**config.mk**
```make
export PLATFORM = sky130hd
export DESIGN_NAME = lcdf_seq
export DESIGN_NICKNAME = d
export VERILOG_FILES = /design/src/rtl/lcdf_pkg.sv /design/src/rtl/lcdf_hdr_decode.sv /design/src/rtl/lcdf_win_check.sv /design/src/rtl/lcdf_fit_calc.sv /design/src/rtl/lcdf_seq.sv
export SDC_FILE = /design/constraint.sdc
export NUM_CORES = 1
export LEC_CHECK = 0
export BUFFER_PORTS_ARGS = -buffer_cell sky130_fd_sc_hd__buf_2
export CORE_MARGIN = 2
export CORE_UTILIZATION = 25
export DETAILED_ROUTE_END_ITERATION = 10
export GPL_TIMING_DRIVEN = 1
export SLEW_MARGIN = 5
export SYNTH_ARGS = -nofsm -noshare
export SYNTH_HDL_FRONTEND = slang
export SYNTH_HIERARCHICAL = 1
export SYNTH_SLANG_ARGS = --single-unit
```
**constraint.sdc**
```tcl
create_clock -name clk -period 13 [get_ports clk]
set_input_delay 0.65 -clock clk [delete_from_list [all_inputs] [get_ports clk]]
set_output_delay 0.65 -clock clk [all_outputs]
set_load 0.005 [all_outputs]
```
**src/rtl/lcdf_pkg.sv**
```systemverilog
package lcdf_pkg;

   typedef enum logic [2:0] {
      ST_IDLE,
      ST_READ_HDR,
      ST_CHECK,
      ST_ISSUE,
      ST_DONE
   } seq_state_e;

   // log2 of bits per pixel for a depth code; 0 means unsupported
   function automatic logic [2:0] depth_lg(input logic [2:0] code);
      logic [2:0] r;
      case (code)
         3'd0:    r = 3'd0;
         3'd1:    r = 3'd1;
         3'd2:    r = 3'd2;
         3'd3:    r = 3'd3;
         default: r = 3'd4;
      endcase
      return r;
   endfunction

endpackage

```
**src/rtl/lcdf_hdr_decode.sv**
```systemverilog
module lcdf_hdr_decode
   import lcdf_pkg::*;
#(
   parameter int AW        = 32,
   parameter int LONG_OFS  = 'h200,
   parameter int SHORT_OFS = 'h20,
   parameter int CODE_LSB  = 12
) (
   input  logic [15:0]   hdr,
   input  logic          no_hdr,
   output logic          supported,
   output logic [2:0]    lg_bpp,
   output logic [4:0]    pix_bits,
   output logic [AW-1:0] data_ofs
);
   localparam int CODE_W = 3;

   logic [CODE_W-1:0] code;

   initial begin
      assert (CODE_LSB + CODE_W <= 16) else $error("depth field outside header word");
      assert (LONG_OFS > SHORT_OFS) else $error("offset ordering");
   end

   assign code      = hdr[CODE_LSB +: CODE_W];
   assign lg_bpp    = depth_lg(code);
   assign supported = (lg_bpp != 3'd0);
   assign pix_bits  = 5'd1 << lg_bpp;

   always_comb begin
      if (no_hdr)
         data_ofs = '0;
      else if (code >= 3'd3)
         data_ofs = AW'(LONG_OFS);
      else
         data_ofs = AW'(SHORT_OFS);
   end

endmodule

```
**src/rtl/lcdf_win_check.sv**
```systemverilog
module lcdf_win_check #(
   parameter int AW = 32,
   parameter int NB = 4
) (
   input  logic [NB*AW-1:0] bounds,
   input  logic [NB-1:0]    use_mask,
   input  logic [AW-1:0]    win_lo,
   input  logic [AW-1:0]    win_hi,
   output logic             all_ok
);
   logic [NB-1:0] ok_vec;

   initial begin
      assert (NB >= 1) else $error("need at least one bound");
   end

   genvar g;
   generate
      for (g = 0; g < NB; g++) begin : g_bound
         logic [AW-1:0] a;
         assign a = bounds[g*AW +: AW];
         assign ok_vec[g] = !use_mask[g] || ((a >= win_lo) && (a <= win_hi));
      end
   endgenerate

   assign all_ok = &ok_vec;

endmodule

```
**src/rtl/lcdf_fit_calc.sv**
```systemverilog
module lcdf_fit_calc #(
   parameter int AW    = 32,
   parameter int DIM_W = 10,
   parameter int SLACK = 2
) (
   input  logic [DIM_W-1:0] width_m1,
   input  logic [DIM_W-1:0] height_m1,
   input  logic [2:0]       lg_bpp,
   input  logic [AW-1:0]    data_ofs,
   input  logic [AW-1:0]    top,
   input  logic [AW-1:0]    bot,
   output logic [DIM_W+1:0] stride,
   output logic             fits
);
   localparam int DW = DIM_W + 1;
   localparam int PW = 2 * DW;
   localparam int SW = PW + 4;
   localparam int NW = AW + 2;

   logic [DW-1:0] w, h;
   logic [PW-1:0] px;
   logic [SW-1:0] bits_total;
   logic [DW+3:0] line_bits;
   logic [NW-1:0] need, room;

   initial begin
      assert (AW >= SW) else $error("address width too small for frame size");
      assert (SLACK >= 0) else $error("negative slack");
   end

   assign w          = DW'(width_m1) + DW'(1);
   assign h          = DW'(height_m1) + DW'(1);
   assign px         = PW'(w) * PW'(h);
   assign bits_total = SW'(px) << lg_bpp;
   assign line_bits  = (DW+4)'(w) << lg_bpp;
   assign stride     = (DIM_W+2)'(line_bits >> 3);

   assign need = NW'(data_ofs) + NW'(bits_total >> 3);
   assign room = NW'(bot - top) + NW'(SLACK);
   assign fits = (need <= room);

endmodule

```
**src/rtl/lcdf_seq.sv**
```systemverilog
module lcdf_seq
   import lcdf_pkg::*;
#(
   parameter int AW        = 32,
   parameter int DIM_W     = 10,
   parameter int LONG_OFS  = 'h200,
   parameter int SHORT_OFS = 'h20,
   parameter int SLACK     = 2
) (
   input  logic             clk,
   input  logic             rst_n,
   input  logic             en_wr,
   input  logic             en_wdata,
   input  logic [1:0]       pal_mode,
   input  logic             dual_buf,
   input  logic [1:0]       dma_ie,
   input  logic [AW-1:0]    buf0_top,
   input  logic [AW-1:0]    buf0_bot,
   input  logic [AW-1:0]    buf1_top,
   input  logic [AW-1:0]    buf1_bot,
   input  logic [AW-1:0]    win_lo,
   input  logic [AW-1:0]    win_hi,
   input  logic [DIM_W-1:0] width_m1,
   input  logic [DIM_W-1:0] height_m1,
   input  logic             sub_en,
   input  logic             sub_first_sel,
   input  logic [DIM_W-1:0] sub_val,
   input  logic             refresh,
   output logic             hdr_req,
   output logic [AW-1:0]    hdr_addr,
   input  logic             hdr_valid,
   input  logic [15:0]      hdr_data,
   output logic             lcd_enable,
   output logic             busy,
   output logic             frame_go,
   output logic [AW-1:0]    pix_addr,
   output logic [DIM_W+1:0] line_stride,
   output logic [4:0]       pix_bits,
   output logic [DIM_W-1:0] line_first,
   output logic [DIM_W:0]   line_total,
   output logic [2:0]       cond_set,
   output logic             dma_irq,
   output logic             sync_err
);
   localparam int NB         = 4;
   localparam logic [1:0] MODE_NOPAL = 2'd1;
   localparam logic [1:0] MODE_PIXONLY = 2'd2;

   initial begin
      assert (DIM_W >= 4 && DIM_W <= 12) else $error("DIM_W out of range");
      assert (AW >= 2 * DIM_W + 8) else $error("AW too small");
   end

   seq_state_e st;
   logic          en_q, idx_q, skip_q;
   logic [AW-1:0] base_q [2];
   logic [15:0]   hdr_q;
   logic          fault_q, fault_irq_q, se_q;

   logic          win_ok, supported, fits;
   logic [2:0]    lg_bpp;
   logic [4:0]    bits_dec;
   logic [AW-1:0] data_ofs, act_top, act_bot, act_base;
   logic [DIM_W+1:0] stride_c;
   logic          en_start, en_stop;

   // ---------------- start-up window check ----------------
   lcdf_win_check #(.AW(AW), .NB(NB)) u_win (
      .bounds  ({buf1_bot, buf1_top, buf0_bot, buf0_top}),
      .use_mask({dual_buf, dual_buf, 1'b1, 1'b1}),
      .win_lo  (win_lo),
      .win_hi  (win_hi),
      .all_ok  (win_ok)
   );

   // ---------------- header decode ----------------
   lcdf_hdr_decode #(.AW(AW), .LONG_OFS(LONG_OFS), .SHORT_OFS(SHORT_OFS)) u_dec (
      .hdr      (hdr_q),
      .no_hdr   (skip_q),
      .supported(supported),
      .lg_bpp   (lg_bpp),
      .pix_bits (bits_dec),
      .data_ofs (data_ofs)
   );

   // ---------------- frame size check ----------------
   assign act_top  = idx_q ? buf1_top : buf0_top;
   assign act_bot  = idx_q ? buf1_bot : buf0_bot;
   assign act_base = base_q[idx_q];

   lcdf_fit_calc #(.AW(AW), .DIM_W(DIM_W), .SLACK(SLACK)) u_fit (
      .width_m1 (width_m1),
      .height_m1(height_m1),
      .lg_bpp   (lg_bpp),
      .data_ofs (data_ofs),
      .top      (act_top),
      .bot      (act_bot),
      .stride   (stride_c),
      .fits     (fits)
   );

   assign en_start = en_wr && en_wdata && !en_q;
   assign en_stop  = en_wr && !en_wdata;

   // ---------------- sequencer ----------------
   always_ff @(posedge clk or negedge rst_n) begin
      if (!rst_n) begin
         st          <= ST_IDLE;
         en_q        <= 1'b0;
         idx_q       <= 1'b0;
         skip_q      <= 1'b0;
         base_q[0]   <= '0;
         base_q[1]   <= '0;
         hdr_q       <= '0;
         fault_q     <= 1'b0;
         fault_irq_q <= 1'b0;
         se_q        <= 1'b0;
         pix_addr    <= '0;
         line_stride <= '0;
         pix_bits    <= '0;
         line_first  <= '0;
         line_total  <= '0;
      end else begin
         fault_q     <= 1'b0;
         fault_irq_q <= 1'b0;
         se_q        <= 1'b0;

         if (en_start) begin
            if (win_ok) begin
               en_q      <= 1'b1;
               idx_q     <= 1'b0;
               base_q[0] <= buf0_top;
               base_q[1] <= buf1_top;
            end else begin
               fault_q     <= 1'b1;
               fault_irq_q <= dma_ie[1];
            end
         end else if (en_stop) begin
            en_q <= 1'b0;
         end

         case (st)
            ST_IDLE: begin
               if (refresh && en_q && pal_mode != MODE_NOPAL) begin
                  skip_q <= (pal_mode == MODE_PIXONLY);
                  st     <= (pal_mode == MODE_PIXONLY) ? ST_CHECK : ST_READ_HDR;
               end
            end
            ST_READ_HDR: begin
               if (hdr_valid) begin
                  hdr_q <= hdr_data;
                  st    <= ST_CHECK;
               end
            end
            ST_CHECK: begin
               if (!supported) begin
                  st <= ST_IDLE;
               end else if (!fits) begin
                  se_q <= 1'b1;
                  en_q <= 1'b0;
                  st   <= ST_IDLE;
               end else begin
                  pix_addr    <= act_base + data_ofs;
                  line_stride <= stride_c;
                  pix_bits    <= bits_dec;
                  if (sub_en && sub_first_sel) begin
                     line_first <= sub_val;
                     line_total <= (DIM_W+1)'(height_m1) + (DIM_W+1)'(1);
                  end else if (sub_en) begin
                     line_first <= '0;
                     line_total <= (DIM_W+1)'(sub_val);
                  end else begin
                     line_first <= '0;
                     line_total <= (DIM_W+1)'(height_m1) + (DIM_W+1)'(1);
                  end
                  st <= ST_ISSUE;
               end
            end
            ST_ISSUE: st <= ST_DONE;
            ST_DONE: begin
               if (dual_buf) idx_q <= !idx_q;
               st <= ST_IDLE;
            end
            default: st <= ST_IDLE;
         endcase
      end
   end

   assign hdr_req    = (st == ST_READ_HDR);
   assign hdr_addr   = act_base;
   assign busy       = (st != ST_IDLE);
   assign frame_go   = (st == ST_ISSUE);
   assign lcd_enable = en_q;
   assign sync_err   = se_q;
   assign cond_set   = {fault_q, (st == ST_DONE) && idx_q, (st == ST_DONE) && !idx_q};
   assign dma_irq    = fault_irq_q || ((st == ST_DONE) && dma_ie[0]);

   // ---------------- assertions ----------------
   p_go_no_err_r5: assert property (@(posedge clk) disable iff (!rst_n)
      frame_go |-> !sync_err);

   p_err_disables_r5: assert property (@(posedge clk) disable iff (!rst_n)
      sync_err |-> !lcd_enable);

   p_buf_done_r6: assert property (@(posedge clk) disable iff (!rst_n)
      frame_go |=> ($countones(cond_set[1:0]) == 1));

   p_fault_off_r10: assert property (@(posedge clk) disable iff (!rst_n)
      cond_set[2] |-> !lcd_enable);

   p_hdr_hold_r12: assert property (@(posedge clk) disable iff (!rst_n)
      (hdr_req && !hdr_valid) |=> (hdr_req && $stable(hdr_addr)));

endmodule

```
==> metrics.md, run 1 <==
| Metric | Value |
|---|---|
| Outcome | `finished clean` |
| Post-CTS setup buffers | `0` |
| DRC | `0` |
| DRT iter0 DRCs | `1365` |
| Area growth syn-to-layout | `14.6%` |
| Fillers | `around 11000` |
| Avg WL per Cell | `18.5 um` |
| Worst reg-to-reg setup slack | `5.52 ns` |
| Die Wd | `roughly 320 um` |
| Number of vias per cell | `4.96` |
| Clock share of power | `6.9%` |
| I/O pin cnt | `~360` |
| Total gr overflow | `0` |
| H-tree Lvls | `4` |
| Setup TNS after final layout | `0 ns` |
| Final net count | `4095` |
| CP endpoint kind | `flop` |
| Drt first pass iters | `6` |
| Core area | `approximately 100000 um^2` |
| Post-layout util | `28.8%` |
| Reg-to-reg endpoint | `pix_addr[17]$_DFFE_PN0P_` |
| Power Internal | `~3700 uW` |
| Global-route wire length before repair | `130 mm` |
| Layout cells sized above 1 | `19.3%` |
| GP Congestion | `0.936` |
| Largest net degree at the start of global routing | `66` |
| Number of global-route vias before repair | `22100` |
| Hold Path Class | `input port to async pin` |
| Fmax | `88.2 MHz` |
| Synthesis Warnings | `6` |
| Max Slew Vio Count | `0` |
| Post-CTS sizing | `0` |
| Cell area after synthesis | `25100 um^2` |
| Kind of critical path | `input port to flop` |
| Leak Pwr | `0.0141 uW` |
| Sequential Power Share | `9.7%` |
| Total track usage | `around 16%` |
| Slew headroom | `33.1%` |
| Req. time, crit path | `around 13 ns` |
| Path depth of the worst reg2reg path | `27` |
| Worst slew pin tran | `0.996 ns` |
| Clk buf depth | `2` |
| CTS tree | `built` |
| Max Cap Viol | `0` |
| Worst R2R Start | `idx_q$_DFF_PN0_` |
| Hold-fix buffers, CTS | `0` |
| Worst Hold Margin | `0.0913 ns` |
| Worst Path Arrival | `11.72 ns` |
| Mapped Cells | `approximately 3000` |
| Row Count | `between 100 and 150` |
| Buffers on Ports | `~350` |
| Worst Path Max Fanout | `16` |
| Final min period | `about 11 ns` |
| Die H | `321 um` |
| Root Buffer Master | `clkbuf_16` |
| Die ar. | `103000 um^2` |
| Sw power | `4100 uW` |
| Final WL | `85.9 mm` |
| Final Skew | `around 0.015 ns` |
| HPWL after detailed placement | `about 73 mm` |
| RSZ-0062 raised after global routing | `no` |
| Starting Density | `25.1%` |
| Syn avg cell area | `8.28 um^2` |
| Via count | `approximately 23000` |
| Sw Share | `52.8%` |
| Crit-path most repeated cell | `fa_1` |
| Clock Latency Late Sink | `between 0.4 and 0.5 ns` |
| Crit-path max cell delay | `0.56 ns` |
| Final ANT Viol Nets | `0` |
| Worst-path clk slew | `0.06 ns` |
| Final Hold Fails | `0` |
| Slowest-stage cell, CP | `fa_1` |
| CTS Sinks | `146` |
| Power density cells | `270 nW/um^2` |
| Crit start category | `input port` |
| Initial antenna violation count | `5` |
| Delay-heaviest family, CP | `adder cells` |
| Setup-failing EPs final | `0` |
| Peak VDD IR | `0.230 mV` |
| CP bufs+invs | `4` |
| Tcrit/Tclk final | `slightly below 90%` |
| Logic pwr share | `83.4%` |
| Num CTS Buffers | `17` |
[placed cells by master, fill, tap and decap left out, types with 11 or more instances in the layout]
| master | count |
|---|---|
| a211oi_1 | 24 |
| a21o_1 | 73 |
| a21oi_1 | 227 |
| a31oi_1 | 18 |
| and2_1 | 33 |
| and3_1 | 22 |
| and4_1 | 13 |
| buf_2 | 347 |
| buf_4 | 22 |
| clkbuf_16 | 17 |
| conb_1 | 34 |
| dfrtp_1 | 144 |
| fa_1 | 83 |
| ha_1 | 441 |
| inv_1 | 252 |
| mux2_2 | 180 |
| mux2i_1 | 43 |
| nand2_1 | 316 |
| nand2b_1 | 23 |
| nand3_1 | 74 |
| nand4_1 | 80 |
| nor2_1 | 181 |
| nor2b_1 | 30 |
| nor3_1 | 47 |
| nor4_1 | 15 |
| o211ai_1 | 23 |
| o21a_1 | 28 |
| o21ai_0 | 158 |
| or2_2 | 11 |
| or3_1 | 18 |
| xnor2_1 | 84 |
| xor2_1 | 60 |
[worst reg2reg max path, stage by stage, from the launching register on]
cell       delay [ns]
dfrtp_4          0.62
buf_4            0.55
mux2_2           0.28
ha_1             0.16
inv_1            0.05
fa_1             0.39
a21o_1           0.26
a2111oi_2        0.46
o31ai_2          0.17
a21boi_0         0.41
xnor2_1          0.30
nand4_1          0.40
nor4_4           0.48
nand2_1          0.12
xnor2_1          0.18
ha_1             0.16
and3_1           0.14
nand3_1          0.10
nor3_1           0.27
a21oi_1          0.10
a221o_1          0.27
a21o_1           0.26
nand4_1          0.17
buf_4            0.30
buf_4            0.39
nor2_1           0.07
mux2i_1          0.14
o311ai_0         0.14
[state kept, by name, summed over array words and instances, names as in the netlist, 3 cells and up]
| signal | count |
|---|---|
| st | 3 |
| line_total | 11 |
| line_first | 10 |
| line_stride | 12 |
| pix_bits | 5 |
| hdr_q | 3 |
| pix_addr | 32 |
| base_q | 64 |
[metrics by stage]
| step | std cells | area, um^2 | worst slack, ns | total power, uW |
|---|---|---|---|---|
| 2_1_floorplan | 3061 | 25200 | 2.95 | 5520 |
| 3_3_place_gp | 4599 | 28100 | 1.30 | 7020 |
| 3_5_place_dp | 4599 | 28100 | 1.22 | 7100 |
| 4_1_cts | 4631 | 28700 | 1.72 | 7710 |
| 5_1_grt | 4632 | 28700 | 0.778 | 8620 |
| 6_report | 4637 | 28800 | 1.66 | 7770 |
[metal layers]
| metal | global-route usage (%) | part of all wire [%] | vias to the layer above |
|---|---|---|---|
| li1 | - | - | 11400 |
| met1 | 22.5 | 47 | 10900 |
| met2 | 27.2 | 46 | 608 |
| met3 | 2.46 | 5.1 | 78 |
| met4 | 3.75 | 1.8 | 0 |
| met5 | 0 | 0 | - |
[power groups by stage]
stage	registers, uW	logic (uW)	clock network (uW)
CTS	754	6390	564
finish	751	6470	540
global route	777	7270	575
detailed placement	763	6340	0
floorplan	740	4780	0
global placement	753	6260	0
[worst max path at each step]
stage	to	depth (start not counted)	startpoint	slack, ns
finish	line_total[10]$_DFFE_PN0P_	44	height_m1[0]	1.66
global placement	line_stride[9]$_DFFE_PN0P_	45	height_m1[0]	1.30
floorplan	pix_addr[26]$_DFFE_PN0P_	47	height_m1[0]	2.95
global route	line_total[10]$_DFFE_PN0P_	46	height_m1[0]	0.78
detailed placement	line_stride[3]$_DFFE_PN0P_	45	height_m1[0]	1.22
CTS	line_total[10]$_DFFE_PN0P_	44	height_m1[0]	1.72
[layout make-up]
| cell class | instances | area (um^2) | area share (%) |
|---|---|---|---|
| Clock inverter | 14 | 176 | 0.614 |
| Tap cell | 1298 | 1620 | 5.65 |
| Sequential cell | 146 | 3660 | 12.7 |
| Multi-Input combinational cell | 2530 | 20000 | 69.5 |
| Inverter | 255 | 957 | 3.33 |
| Antenna cell | 6 | 15.0 | 0.0522 |
| Clock buffer | 18 | 439 | 1.53 |
| Timing Repair Buffer | 370 | 1910 | 6.65 |
Note: power is estimated with default switching activity, not from simulation.
==> inputs of run 2 (changes only) <==
--- a/config.mk
+++ b/config.mk
@@ -7,7 +7,7 @@
 export LEC_CHECK = 0
 export BUFFER_PORTS_ARGS = -buffer_cell sky130_fd_sc_hd__buf_2
 export CORE_MARGIN = 2
-export CORE_UTILIZATION = 25
+export CORE_UTILIZATION = 30
 export DETAILED_ROUTE_END_ITERATION = 10
 export GPL_TIMING_DRIVEN = 1
 export SLEW_MARGIN = 5
==> run 2 against run 1 <==
Combinational power decreased by 0.9%. Utilization up 5.3 points. Die area is 16% lower. Maximum frequency decreased by 0.51%. Critical path depth stayed put. Final cell count shrank 5.0%. Clock power down 5.4%. Register-to-register slack worse by 0.21 ns. Critical endpoint unchanged. Largest cell class unchanged. Highest routed layer is now met5.
==> metrics.md, run 2 (synthesis results as in run 1) <==
| Metric | Value |
|---|---|
| Avg WL per Cell | `18.6 um (+0.48%)` |
| Setup TNS after final layout | `0 ns (unchanged)` |
| Final ANT Viol Nets | `0 (unchanged)` |
| Power Internal | `3610 uW (-1.6%)` |
| Top reg by flops | `base_q` |
| Clk buf depth | `2 (unchanged)` |
| Reg-to-reg endpoint | `line_total[10]$_DFFE_PN0P_` |
| Final net count | `4089 (-0.15%)` |
| Number of vias per cell | `5.23 (+5.4%)` |
| Kind of critical path | `input port to flop` |
| Buffers on Ports | `348 (unchanged)` |
| Slowest-stage cell, CP | `xor2_1` |
| Path depth of the worst reg2reg path | `30 (+11%)` |
| Largest net degree at the start of global routing | `82 (+24%)` |
| CTS tree | `built` |
| Row Count | `106 (-8.6%)` |
| Starting Density | `30.1% (+5.0 points)` |
| Clock share of power | `6.7% (-0.2 points)` |
| Hold Path Class | `input port to async pin` |
| GP Congestion | `0.937 (about the same)` |
| Num CTS Buffers | `17 (unchanged)` |
| Initial antenna violation count | `3 (-2)` |
| Final min period | `11.40 ns (+0.0578 ns)` |
| Worst slew pin tran | `1.10 ns (+0.106 ns)` |
| Post-CTS setup buffers | `0 (unchanged)` |
| Worst R2R Start | `idx_q$_DFF_PN0_` |
| Total track usage | `19.0% (+2.5 points)` |
| Max Cap Viol | `0 (unchanged)` |
| Worst Path Max Fanout | `19 (+3)` |
| Crit start category | `input port` |
| Req. time, crit path | `13.39 ns (about the same)` |
| Drt first pass iters | `5 (-1)` |
| Total gr overflow | `0 (unchanged)` |
| Logic pwr share | `83.5% (about the same)` |
| Sequential Power Share | `9.8% (about the same)` |
| CTS Sinks | `146 (unchanged)` |
| Fmax | `87.7 MHz (-0.51%)` |
| Post-CTS sizing | `0 (unchanged)` |
| Die H | `293 um (-8.6%)` |
| Final Skew | `0.0241 ns (+0.00879 ns)` |
| Die Wd | `293 um (-8.6%)` |
| RSZ-0062 raised after global routing | `no` |
| Worst Hold Margin | `0.201 ns (+0.110 ns)` |
| Tcrit/Tclk final | `87.7% (+0.44 points)` |
| Global-route wire length before repair | `127 mm (-1.9%)` |
| HPWL after detailed placement | `69.5 mm (-5.4%)` |
| Worst-path clk slew | `0.08 ns (+0.02 ns)` |
| DRT iter0 DRCs | `1508 (+10%)` |
| Max Slew Vio Count | `0 (unchanged)` |
| Sw Share | `53.0% (+0.21 points)` |
| Setup-failing EPs final | `0 (unchanged)` |
| Number of global-route vias before repair | `22300 (+0.84%)` |
| Crit-path max cell delay | `0.75 ns (+0.19 ns)` |
| Worst reg-to-reg setup slack | `5.31 ns (-0.21 ns)` |
| Layout cells sized above 1 | `19.1% (-0.18 points)` |
| Commonest cells after routing, fill and taps aside | `ha_1 (441), buf_2 (347), nand2_1 (316)` |
| Peak VDD IR | `0.330 mV (+43%)` |
| Fillers | `8785 (-19%)` |
| Sw power | `4070 uW (-0.75%)` |
| Max reg flops | `64 (unchanged)` |
| I/O pin cnt | `362 (unchanged)` |
| CP endpoint kind | `flop` |
| Root Buffer Master | `clkbuf_16` |
| Final WL | `82.1 mm (-4.5%)` |
| Post-layout util | `34.1% (+5.3 points)` |
| Hold-fix buffers, CTS | `0 (unchanged)` |
| Area growth syn-to-layout | `13.1%` |
| Power density cells | `270 nW/um^2 (+0.15%)` |
| H-tree Lvls | `4 (unchanged)` |
| Core area | `83300 um^2 (-17%)` |
| Worst Path Arrival | `11.79 ns (+0.07 ns)` |
| DRC | `0 (unchanged)` |
| Most common cell after layout, fill and taps aside | `ha_1` |
| Final Hold Fails | `0 (unchanged)` |
| Die ar. | `86000 um^2 (-16%)` |
| Outcome | `finished clean` |
| Slew headroom | `25.6% (-7.5 points)` |
| Via count | `23000 (+0.18%)` |
| Antenna fix cells | `0 (-6)` |
| Crit-path most repeated cell | `fa_1` |
| Top flop regs | `base_q: 64 flops, pix_addr: 32 flops, line_stride: 12 flops` |
| Clock Latency Late Sink | `0.51 ns (+0.02 ns)` |
| Leak Pwr | `0.0140 uW (-0.27%)` |
-- run 2: cell count changes in the layout (fill, tap and decap cells not counted), sizes merged --
cell / delta
diode: -6
clkbuf: -1
clkinv: -1
inv: +7
bufinv: -3
clkinvlp: -2
buf: -6
-- run 2: how the worst max path moves through the flow --
stage,to,slack [ns],start
5_1_grt,line_total[10]$_DFFE_PN0P_,0.77,height_m1[0]
4_1_cts,line_total[10]$_DFFE_PN0P_,1.65,height_m1[0]
3_3_place_gp,line_total[10]$_DFFE_PN0P_,1.24,height_m1[0]
2_1_floorplan,pix_addr[26]$_DFFE_PN0P_,2.95,height_m1[0]
6_report,line_total[10]$_DFFE_PN0P_,1.60,height_m1[0]
3_5_place_dp,line_total[10]$_DFFE_PN0P_,1.14,height_m1[0]
-- run 2: cell type report --
cell class                 count  area (um^2)  share of cell area [%]
sequential                   146         3660                    12.9
clock inverter                15          154                   0.542
clock buffer                  17          425                    1.50
timing repair buffer         364         1870                    6.58
tap                         1080         1350                    4.76
multi-input combinational   2530        20000                    70.4
inverter                     255          957                    3.37
-- run 2: metal layers --
metal | wire length [um] | global-route usage (%) | up-vias
li1 | - | - | 11400
met1 | 38200 | 26.4 | 10900
met2 | 37000 | 30.4 | 696
met3 | 5150 | 2.90 | 89
met4 | 1660 | 5.00 | 2
met5 | 11 | 0 | -
-- run 2: critical path: cells and delay by family --
family                     cells  cell delay [ns]
AOI/OAI and AO/OA             16             2.84
muxes                          3             0.61
buffers and inverters          4             0.82
and+or+nand+nor               10             2.06
adders and majority gates      8             3.73
xor gates and xnor gates       3             1.04
-- run 2: power by group through the flow --
stage,clock network (uW),logic (uW),registers [uW]
after floorplan,0,4780,740
after global placement,0,6210,752
after detailed placement,0,6270,763
after CTS,532,6320,754
after global routing,543,7210,780
final,511,6410,752
-- run 2: per-stage QoR --
| step | std cells | worst slack, ns | area (um^2) | total power (uW) |
|---|---|---|---|---|
| global placement | 4375 | 1.24 | 27800 | 6970 |
| global route | 4407 | 0.770 | 28400 | 8530 |
| finish | 4407 | 1.60 | 28400 | 7680 |
| CTS | 4407 | 1.65 | 28400 | 7600 |
| detailed placement | 4375 | 1.14 | 27800 | 7030 |
| floorplan | 3061 | 2.95 | 25200 | 5520 |
==> inputs of run 3 (changes only) <==
--- a/config.mk
+++ b/config.mk
@@ -5,11 +5,12 @@
 export SDC_FILE = /design/constraint.sdc
 export NUM_CORES = 1
 export LEC_CHECK = 0
-export BUFFER_PORTS_ARGS = -buffer_cell sky130_fd_sc_hd__buf_2
 export CORE_MARGIN = 2
 export CORE_UTILIZATION = 30
 export DETAILED_ROUTE_END_ITERATION = 10
+export DONT_BUFFER_PORTS = 1
 export GPL_TIMING_DRIVEN = 1
+export PLACE_DENSITY = 0.55
 export SLEW_MARGIN = 5
 export SYNTH_ARGS = -nofsm -noshare
 export SYNTH_HDL_FRONTEND = slang
==> run 3 against run 2 <==
Via count shrank 7.1%. Maximum frequency up 0.52%. Clock power about the same. Combinational power fell by 3.7%. First-iteration DRC count decreased by 18%. Global-route usage decreased by 0.43 points. Hold slack got worse by 0.062 ns. Power is 2.1% lower. Critical path depth down 2. Clock skew decreased by 0.0081 ns. Worst setup slack gained 0.059 ns. Sequential cell count did not move. Critical endpoint is now pix_addr[29]$_DFFE_PN0P_. Largest cell class unchanged. Largest power group unchanged. Highest routed layer is now met4.
==> metrics.md, run 3 (synthesis results as in run 1) <==
| Metric | Value |
|---|---|
| I/O pin cnt | `362 (unchanged)` |
| Cell Count, Final, Fillers Out | `4059 (-7.9%)` |
| Slew headroom | `23.9% (-1.7 points)` |
| H-tree Lvls | `4 (unchanged)` |
| Total track usage | `18.5% (-0.43 points)` |
| Peak VDD IR | `0.264 mV (-20%)` |
| Setup-failing EPs final | `0 (unchanged)` |
| Buffers on Ports | `0 (-100%)` |
| Die H | `293 um (unchanged)` |
| Slowest-stage cell, CP | `xor2_1` |
| GP Congestion | `0.911 (-2.8%)` |
| Area of placed instances | `26000 um^2 (-6.3%)` |
| Final Cell Area | `26700 um^2 (-6.0%)` |
| Worst slew pin tran | `1.13 ns (+0.0320 ns)` |
| Antenna fix cells | `0 (unchanged)` |
| Worst Path Max Fanout | `58 (+39)` |
| Top reg by flops | `base_q` |
| Root Buffer Master | `clkbuf_16` |
| Delay-heaviest family, CP | `adder cells` |
| Area growth syn-to-layout | `6.28%` |
| Clock Latency Late Sink | `0.49 ns (-0.02 ns)` |
| Starting Density | `30.1% (unchanged)` |
| Tcrit/Tclk final | `87.2% (-0.46 points)` |
| Max reg flops | `64 (unchanged)` |
| Avg WL per Cell | `19.9 um (+6.9%)` |
| Core area | `83300 um^2 (unchanged)` |
| Num CTS Buffers | `17 (unchanged)` |
| Crit-path max cell delay | `0.78 ns (+0.03 ns)` |
| FF/Latch Area | `3660 um^2 (unchanged)` |
| Leak Pwr | `0.0126 uW (-10%)` |
| DRT iter0 DRCs | `1234 (-18%)` |
| Worst Hold Margin | `0.139 ns (-0.0619 ns)` |
| Die Wd | `293 um (unchanged)` |
| CP endpoint kind | `flop` |
| HPWL after detailed placement | `68.4 mm (-1.5%)` |
| Power density cells | `282 nW/um^2 (+4.2%)` |
| Final Hold Fails | `0 (unchanged)` |
| CTS Sinks | `146 (unchanged)` |
| Top flop regs | `base_q: 64 flops, pix_addr: 32 flops, line_stride: 12 flops` |
| Req. time, crit path | `13.41 ns (+0.02 ns)` |
| Initial antenna violation count | `2 (-1)` |
| Final WL | `80.8 mm (-1.6%)` |
| Final Skew | `0.0160 ns (-0.00814 ns)` |
| Layout cells sized above 1 | `9.67% (-9.4 points)` |
| CTS tree | `built` |
| Row Count | `106 (unchanged)` |
| Clk buf depth | `2 (unchanged)` |
| Hold Path Class | `input port to async pin` |
| DRC | `0 (unchanged)` |
| Max Slew Vio Count | `0 (unchanged)` |
| Kind of critical path | `input port to flop` |
| Die ar. | `86000 um^2 (unchanged)` |
| Via count | `21400 (-7.1%)` |
| Most common cell after layout, fill and taps aside | `ha_1` |
| Worst Path Arrival | `11.75 ns (-0.04 ns)` |
| Commonest cells after routing, fill and taps aside | `ha_1 (441), nand2_1 (316), inv_1 (252)` |
| CP bufs+invs | `2 (-2)` |
| Post-CTS sizing | `0 (unchanged)` |
| Crit start category | `input port` |
| Max Cap Viol | `0 (unchanged)` |
| Drt first pass iters | `6 (+1)` |
| Fmax | `88.2 MHz (+0.52%)` |
| Largest net degree at the start of global routing | `147 (+79%)` |
| Final ANT Viol Nets | `0 (unchanged)` |
| Placed insts | `4026 (-8.0%)` |
| Setup TNS after final layout | `0 ns (unchanged)` |
| Final net count | `3741 (-8.5%)` |
| Crit-path most repeated cell | `fa_1` |
| Area occupied by multi-input gates | `20000 um^2 (unchanged)` |
| Number of vias per cell | `5.27 (+0.83%)` |
| Global-route wire length before repair | `124 mm (-2.9%)` |
| Worst-path clk slew | `0.07 ns (about the same)` |
| Outcome | `finished clean` |
| Final min period | `11.34 ns (-0.0594 ns)` |
| Fillers | `8948 (+1.9%)` |
| Number of global-route vias before repair | `21100 (-5.3%)` |
| Total gr overflow | `0 (unchanged)` |
| RSZ-0062 raised after global routing | `no` |
==> run 3: cell type report <==
type                       instances  share of cell area [%]
inverter                         255                    3.59
timing repair buffer              16                   0.525
tap                             1080                    5.07
clock buffer                      17                    1.60
clock inverter                    15                   0.624
multi-input combinational       2530                    74.9
sequential                       146                    13.7
==> run 3: final timing paths <==
path                       slack (ns)                         to              startpoint  cells past startpoint
setup / recovery                 1.66   pix_addr[29]$_DFFE_PN0P_            height_m1[0]                     42
hold / removal                   0.14       lcd_enable$_DFF_PN0_                   rst_n                      1
setup reg to reg                 5.23   pix_addr[29]$_DFFE_PN0P_         idx_q$_DFF_PN0_                     29
hold reg to reg                  0.50     base_q[34]$_DFFE_PN0P_  base_q[34]$_DFFE_PN0P_                      1
max in group asynchronous       12.13            idx_q$_DFF_PN0_                   rst_n                      1
min in group clk                 0.30  line_first[3]$_DFFE_PN0P_              sub_val[3]                      2
==> run 3: per-stage QoR <==
stage | total power [uW] | utilization (%) | setup WS [ns]
finish | 7510 | 32.0 | 1.66
floorplan | 5520 | - | 2.95
CTS | 7450 | 32.0 | 1.64
global placement | 6820 | 31.3 | 1.22
detailed placement | 6860 | 31.3 | 1.19
global route | 8380 | 32.0 | 0.747
==> run 3: worst reg2reg max path, delay by kind of cell, from the launching register on <==
family / cells / cell delay (ns)
AOI/OAI and AO/OA: 13 / 2.74
xor gates and xnor gates: 2 / 0.46
adders and majority gates: 3 / 0.84
buffers and inverters: 3 / 1.05
DFF: 1 / 0.80
muxes: 1 / 0.25
and+or+nand+nor: 7 / 1.58
==> run 3: per-layer routing <==
layer	share of wire [%]	global-route usage [%]	vias up
li1	-	-	10700
met1	47	25.2	10100
met2	45	29.7	519
met3	6.1	4.43	71
met4	2.0	4.08	0
met5	0	0	-
==> run 3: power by group <==
group / switching, uW / internal, uW
Combinational: 3580 / 2590
Sequential: 189 / 642
Clock: 255 / 258
==> run 3: repair_timing <==
| item | in CTS | in global routing |
|---|---|---|
| hold buffers | 1 | 0 |
| endpoints found under the hold margin | 146 | 0 |
| buffers inserted | 0 | 0 |
